[src/rtl/lpdbg_pkg.sv]
package lpdbg_pkg;
  typedef enum logic [1:0] {
    ST_IDLE = 2'd0,
    ST_PEND = 2'd1,
    ST_ACKD = 2'd2,
    ST_HOLD = 2'd3
  } mode_st_e;
endpackage

[src/rtl/lpdbg_bus_decode.sv]
module lpdbg_bus_decode #(
  parameter int ADDR_W    = 4,
  parameter int DATA_W    = 16,
  parameter int CTRL_ADDR = 0,
  parameter int NUM_MODES = 2,
  parameter int FLAG_LSB  = 8,
  parameter int WAKE_BIT  = 15
) (
  input  logic                 clk,
  input  logic                 rst,
  input  logic [ADDR_W-1:0]    bus_addr,
  input  logic                 bus_wr,
  input  logic                 bus_rd,
  input  logic [DATA_W-1:0]    bus_wdata,
  output logic                 rd_hit,
  output logic [NUM_MODES-1:0] clr_mask,
  output logic                 wake_en
);
  localparam logic [ADDR_W-1:0] HIT_ADDR = ADDR_W'(CTRL_ADDR);

  logic addr_hit;
  logic wr_hit;

  assign addr_hit = (bus_addr == HIT_ADDR);
  assign wr_hit   = bus_wr && addr_hit;
  assign rd_hit   = bus_rd && addr_hit;

  // Acknowledge: a 0 in a flag's bit clears it. A 1 in that bit does nothing.
  for (genvar i = 0; i < NUM_MODES; i++) begin : g_clr
    assign clr_mask[i] = wr_hit && !bus_wdata[FLAG_LSB+i];
  end

  always_ff @(posedge clk) begin
    if (rst) begin
      wake_en <= 1'b0;
    end else if (wr_hit) begin
      wake_en <= bus_wdata[WAKE_BIT];
    end
  end

  // the enable takes the written bit one cycle after the write.
  p_wake_load_r2: assert property (@(posedge clk) disable iff (rst)
    (bus_wr && addr_hit) |=> (wake_en == $past(bus_wdata[WAKE_BIT])));

  // without a write, the enable keeps its value.
  p_wake_hold_r2: assert property (@(posedge clk) disable iff (rst)
    !(bus_wr && addr_hit) |=> $stable(wake_en));
endmodule

[src/rtl/lpdbg_mode_fsm.sv]
module lpdbg_mode_fsm
  import lpdbg_pkg::*;
(
  input  logic clk,
  input  logic rst,
  input  logic req,
  input  logic en,
  input  logic clr,
  output logic flag,
  output logic grant
);
  mode_st_e st;

  always_ff @(posedge clk) begin
    if (rst) begin
      st    <= ST_IDLE;
      flag  <= 1'b0;
      grant <= 1'b0;
    end else begin
      grant <= 1'b0;
      unique case (st)
        ST_IDLE: begin
          if (req) begin
            if (en) begin
              flag <= 1'b1;
              st   <= ST_PEND;
            end else begin
              grant <= 1'b1;
              st    <= ST_HOLD;
            end
          end
        end
        ST_PEND: begin
          if (!req) begin
            flag <= 1'b0;
            st   <= ST_IDLE;
          end else if (clr) begin
            flag <= 1'b0;
            st   <= ST_ACKD;
          end
        end
        ST_ACKD: begin
          if (req) begin
            grant <= 1'b1;
            st    <= ST_HOLD;
          end else begin
            st <= ST_IDLE;
          end
        end
        ST_HOLD: begin
          if (!req) st <= ST_IDLE;
        end
        default: st <= ST_IDLE;
      endcase
    end
  end

  // a grant lasts exactly one cycle.
  p_grant_single_r7: assert property (@(posedge clk) disable iff (rst)
    grant |=> !grant);

  // no grant while the flag is pending.
  p_no_grant_pending_r5: assert property (@(posedge clk) disable iff (rst)
    flag |-> !grant);

  // a flag only rises from a request with the enable set.
  p_flag_rise_r4: assert property (@(posedge clk) disable iff (rst)
    $rose(flag) |-> $past(req && en));

  // a withdrawn request clears the flag and gives no grant.
  p_withdraw_r8: assert property (@(posedge clk) disable iff (rst)
    (flag && !req) |=> (!flag && !grant));

  // the flag stays set until the bus clears it or the request falls.
  p_flag_keep_r6: assert property (@(posedge clk) disable iff (rst)
    (flag && req && !clr) |=> flag);

  // with the enable off, a request is granted and raises no flag.
  p_bypass_r9: assert property (@(posedge clk) disable iff (rst)
    (st == ST_IDLE && req && !en) |=> (grant && !flag));

  // a grant leaves the mode waiting for the request to fall.
  p_one_grant_r10: assert property (@(posedge clk) disable iff (rst)
    (grant && req) |=> !grant);
endmodule

[src/rtl/lpdbg_readback.sv]
module lpdbg_readback #(
  parameter int DATA_W    = 16,
  parameter int NUM_MODES = 2,
  parameter int FLAG_LSB  = 8,
  parameter int WAKE_BIT  = 15
) (
  input  logic                 clk,
  input  logic                 rst,
  input  logic                 rd_hit,
  input  logic                 wake_en,
  input  logic [NUM_MODES-1:0] flags,
  output logic [DATA_W-1:0]    rdata
);
  logic [DATA_W-1:0] word;

  always_comb begin
    word = '0;
    word[WAKE_BIT] = wake_en;
    word[FLAG_LSB +: NUM_MODES] = flags;
  end

  always_ff @(posedge clk) begin
    if (rst) begin
      rdata <= '0;
    end else if (rd_hit) begin
      rdata <= word;
    end
  end

  // a read returns the enable and the flags as they were when it was taken.
  p_read_fields_r3: assert property (@(posedge clk) disable iff (rst)
    rd_hit |=> (rdata[WAKE_BIT] == $past(wake_en)) &&
               (rdata[FLAG_LSB +: NUM_MODES] == $past(flags)));
endmodule

[src/rtl/lpdbg_sync_ctrl.sv]
module lpdbg_sync_ctrl #(
  parameter int ADDR_W    = 4,
  parameter int CTRL_ADDR = 0,
  parameter int NUM_MODES = 2
) (
  input  logic                 clk,
  input  logic                 rst,
  input  logic [ADDR_W-1:0]    bus_addr,
  input  logic                 bus_wr,
  input  logic                 bus_rd,
  input  logic [15:0]          bus_wdata,
  output logic [15:0]          bus_rdata,
  input  logic [NUM_MODES-1:0] lp_req,
  output logic [NUM_MODES-1:0] lp_grant,
  output logic                 dbg_wake_en
);
  localparam int DATA_W   = 16;
  localparam int FLAG_LSB = 8;
  localparam int WAKE_BIT = 15;

  logic                 rd_hit;
  logic [NUM_MODES-1:0] clr_mask;
  logic                 wake_en;
  logic [NUM_MODES-1:0] flags;

  lpdbg_bus_decode #(
    .ADDR_W   (ADDR_W),
    .DATA_W   (DATA_W),
    .CTRL_ADDR(CTRL_ADDR),
    .NUM_MODES(NUM_MODES),
    .FLAG_LSB (FLAG_LSB),
    .WAKE_BIT (WAKE_BIT)
  ) u_dec (
    .clk      (clk),
    .rst      (rst),
    .bus_addr (bus_addr),
    .bus_wr   (bus_wr),
    .bus_rd   (bus_rd),
    .bus_wdata(bus_wdata),
    .rd_hit   (rd_hit),
    .clr_mask (clr_mask),
    .wake_en  (wake_en)
  );

  for (genvar i = 0; i < NUM_MODES; i++) begin : g_mode
    lpdbg_mode_fsm u_fsm (
      .clk  (clk),
      .rst  (rst),
      .req  (lp_req[i]),
      .en   (wake_en),
      .clr  (clr_mask[i]),
      .flag (flags[i]),
      .grant(lp_grant[i])
    );
  end

  lpdbg_readback #(
    .DATA_W   (DATA_W),
    .NUM_MODES(NUM_MODES),
    .FLAG_LSB (FLAG_LSB),
    .WAKE_BIT (WAKE_BIT)
  ) u_rb (
    .clk    (clk),
    .rst    (rst),
    .rd_hit (rd_hit),
    .wake_en(wake_en),
    .flags  (flags),
    .rdata  (bus_rdata)
  );

  assign dbg_wake_en = wake_en;

  // out of reset, nothing is granted.
  p_reset_quiet_r1: assert property (@(posedge clk)
    $past(rst) |-> (lp_grant == '0));
endmodule

[config.mk]
export PLATFORM = sky130hd
export DESIGN_NAME = lpdbg_sync_ctrl
export DESIGN_NICKNAME = d
export VERILOG_FILES = /design/src/rtl/lpdbg_pkg.sv /design/src/rtl/lpdbg_bus_decode.sv /design/src/rtl/lpdbg_mode_fsm.sv /design/src/rtl/lpdbg_readback.sv /design/src/rtl/lpdbg_sync_ctrl.sv
export SDC_FILE = /design/constraint.sdc
export NUM_CORES = 1
export LEC_CHECK = 0
export ABC_AREA = 1
export BUFFER_PORTS_ARGS = -buffer_cell sky130_fd_sc_hd__clkbuf_2
export CAP_MARGIN = 5
export CORE_ASPECT_RATIO = 0.7
export CORE_MARGIN = 2
export CORE_UTILIZATION = 35
export CTS_CLUSTER_SIZE = 40
export DETAILED_ROUTE_END_ITERATION = 10
export GPL_TIMING_DRIVEN = 0
export PLACE_DENSITY = 0.8
export SYNTH_ARGS = -nofsm -noshare
export SYNTH_HDL_FRONTEND = slang
export SYNTH_SLANG_ARGS = --single-unit
[constraint.sdc]
create_clock -name clk -period 2.5 [get_ports clk]
set_input_delay 0.5 -clock clk [delete_from_list [all_inputs] [get_ports clk]]
set_output_delay 0.5 -clock clk [all_outputs]
set_load 0.05 [all_outputs]
==> impl_metrics.env <==
export IMPL_clock_path_buffers=2
export IMPL_gr_total_overflow=0
export IMPL_ff_latch_area_um2=240
export IMPL_yosys_area_share_simple=0.249
export IMPL_io_pins=45
export IMPL_cp_start_kind="flip-flop"
export IMPL_via_per_inst=4.31
export IMPL_syn2layout_area_growth_pct=28.9
export IMPL_ys_seq_elements=12
export IMPL_root_buffer="clkbuf_4"
export IMPL_setup_violations=0
export IMPL_ctsHoldBuffers=0
export IMPL_holdWs_ns=0.435
export IMPL_dr_total_vias=664
export IMPL_required_ns=2.00
export IMPL_path_clk_slew_ns=0.08
export IMPL_antenna_found_initial=0
export IMPL_hold_viol=0
export IMPL_maxSlewViolCount=0
export IMPL_dp_cells=150
export IMPL_fin_skew_ns=0.000249
export IMPL_drtIter0Drc=9
export IMPL_max_freq_mhz=696
export IMPL_core_rowCount=13
export IMPL_initial_core_util=0.372
export IMPL_async_flop_share=0
export IMPL_cp_max_fo=1
export IMPL_netlist_area_um2=689
export IMPL_htreeDepth=1
export IMPL_synth_area_leaders="dfxtp_1, buf_4, inv_1"
export IMPL_fin_nets=159
export IMPL_yosysSeqAreaShare=0.348
export IMPL_cts_made_buffers=3
export IMPL_avgSynthCellArea_um2=7.03
export IMPL_dieWidth_um=57.0
export IMPL_die_y_um=41.1
export IMPL_core_um2=1850
export IMPL_worstPathArrival_ns=0.94
export IMPL_fin_area_um2=888
export IMPL_synth_edf_count=0
export IMPL_yosysTopAreaCell="dfxtp_1"
export IMPL_io_buffers=18
export IMPL_rsz0062_at_grt="false"
export IMPL_postCtsSetupRepairBufs=0
export IMPL_cts_repair_resized=0
export IMPL_cts_tree="yes"
export IMPL_drc=0
export IMPL_first_pass_iters=4
export IMPL_leakagePower_uw=0.000480
export IMPL_finalSetupTns_ns=0
export IMPL_fill_cells=184
export IMPL_synth_commonest_cells="buf_4, inv_1, dfxtp_1, nand2_1, nor2_1"
export IMPL_synth_adder_area_share=0
export IMPL_crit_path_end_kind="output port"
export IMPL_ys_warn_count=0
export IMPL_place_ws_ns=1.07
export IMPL_clkLatencyLatePin_ns=0.28
export IMPL_drive_gt1_frac=0.356
export IMPL_dieArea_um2=2350
export IMPL_antenna_left=0
export IMPL_grt_max_degree=10
export IMPL_gp_congestion=0.799
export IMPL_routedWlPerCell_um=8.93
export IMPL_placed_cell_area_um2=852
export IMPL_n_antenna_cell=0
export IMPL_status="completed"
export IMPL_synthMuxAreaShare=0
export IMPL_syn_inst=98
export IMPL_wl_mm=1.38
export IMPL_cts_sinks=12
export IMPL_hp_class="input pin to flip-flop"
export IMPL_synth_top_area_frac=0.348
export IMPL_instances_no_fill=154
export IMPL_grt_pass1_wl_mm=2.19
export IMPL_synth_top_family_by_area="buffers and inverters"
export IMPL_powerDensity_nw_per_um2=567
export IMPL_multi_input_area_um2=317
export IMPL_fin_ws_ns=1.06
export IMPL_grt_pass1_vias=575
export IMPL_grtUsageTotal=0.135
export IMPL_crit_type="flip-flop to output port"
export IMPL_finalCriticalPeriod_ns=1.44
export IMPL_synth_flop_cell="dfxtp_1"
export IMPL_synth_compound_area_frac=0.140
export IMPL_post_dp_hpwl_mm=1.17
export IMPL_cap_violations=0
export IMPL_synth_xor_area_frac=0
export IMPL_timing_final_crit_share=0.575
export IMPL_ir_worst_vdd_mv=0.378
export IMPL_synth_cell_type_count=19
[state kept, by name, indices dropped and copies added (netlist names)]
signal              flops
g_mode.u_fsm.st         4
u_rb.rdata              3
g_mode.u_fsm.flag       2
g_mode.u_fsm.grant      2
u_dec.wake_en           1
[cells by family after synthesis]
family / count (synthesis)
AOI/OAI and AO/OA: 17
DFF: 12
and+or+nand+nor: 36
buffers and inverters: 32
other: 1
[power by group]
group          total (uW)  internal [uW]  switching [uW]
Combinational         136           42.8            93.3
Clock                 158           88.6            69.1
Sequential            210            202            7.58
[metal layers]
| metal | routed length, um | track usage |
|---|---|---|
| met4 | 4 | 0.0349 |
| met1 | 608 | 0.136 |
| met3 | 141 | 0.0662 |
| met5 | 0 | 0 |
| met2 | 620 | 0.261 |
[cell type report]
class | instances | share of cell area
multi-input cells | 66 | 0.356
flip-flops and latches | 12 | 0.270
plain buffers | 15 | 0.127
repair buffers | 18 | 0.101
inverters | 17 | 0.0732
clock buffers | 4 | 0.0408
well taps | 22 | 0.0310
[path summary, 6_finish.rpt]
check / start / depth (start not counted) / slack [ns] / end
setup / recovery: g_mode[1].u_fsm.grant$_SDFF_PP0_ / 2 / 1.06 / lp_grant[1]
hold / removal: rst / 2 / 0.43 / g_mode[1].u_fsm.st[0]$_SDFFE_PP0P_
setup reg to reg: g_mode[0].u_fsm.st[0]$_SDFFE_PP0P_ / 7 / 1.42 / g_mode[0].u_fsm.st[1]$_SDFFE_PP0P_
hold reg to reg: u_rb.rdata[9]$_SDFFE_PP0P_ / 2 / 0.45 / u_rb.rdata[9]$_SDFFE_PP0P_
[cell usage in the layout, fill, tap and decap left out, types with 2 or more instances in the layout]
| cell | instances |
|---|---|
| a21oi_2 | 2 |
| nand2_2 | 3 |
| inv_1 | 15 |
| clkbuf_2 | 18 |
| clkbuf_4 | 3 |
| a21oi_1 | 7 |
| buf_4 | 15 |
| nor2_1 | 10 |
| nand4_1 | 2 |
| nand3_1 | 5 |
| conb_1 | 13 |
| dfxtp_1 | 12 |
| nand2_1 | 12 |
| o21ai_0 | 7 |
[worst max-delay path, cell delays in order (launching register included)]
cell	delay [ns]
dfxtp_1	0.31
buf_4	0.09
clkbuf_2	0.26
[through the flow]
step                      power (uW)   util
after floorplan                  326      -
after global placement           344  0.460
after detailed placement         349  0.460
after CTS                        506  0.479
after global routing             533  0.479
final                            503  0.479
Power figures use the tool's default switching activity.
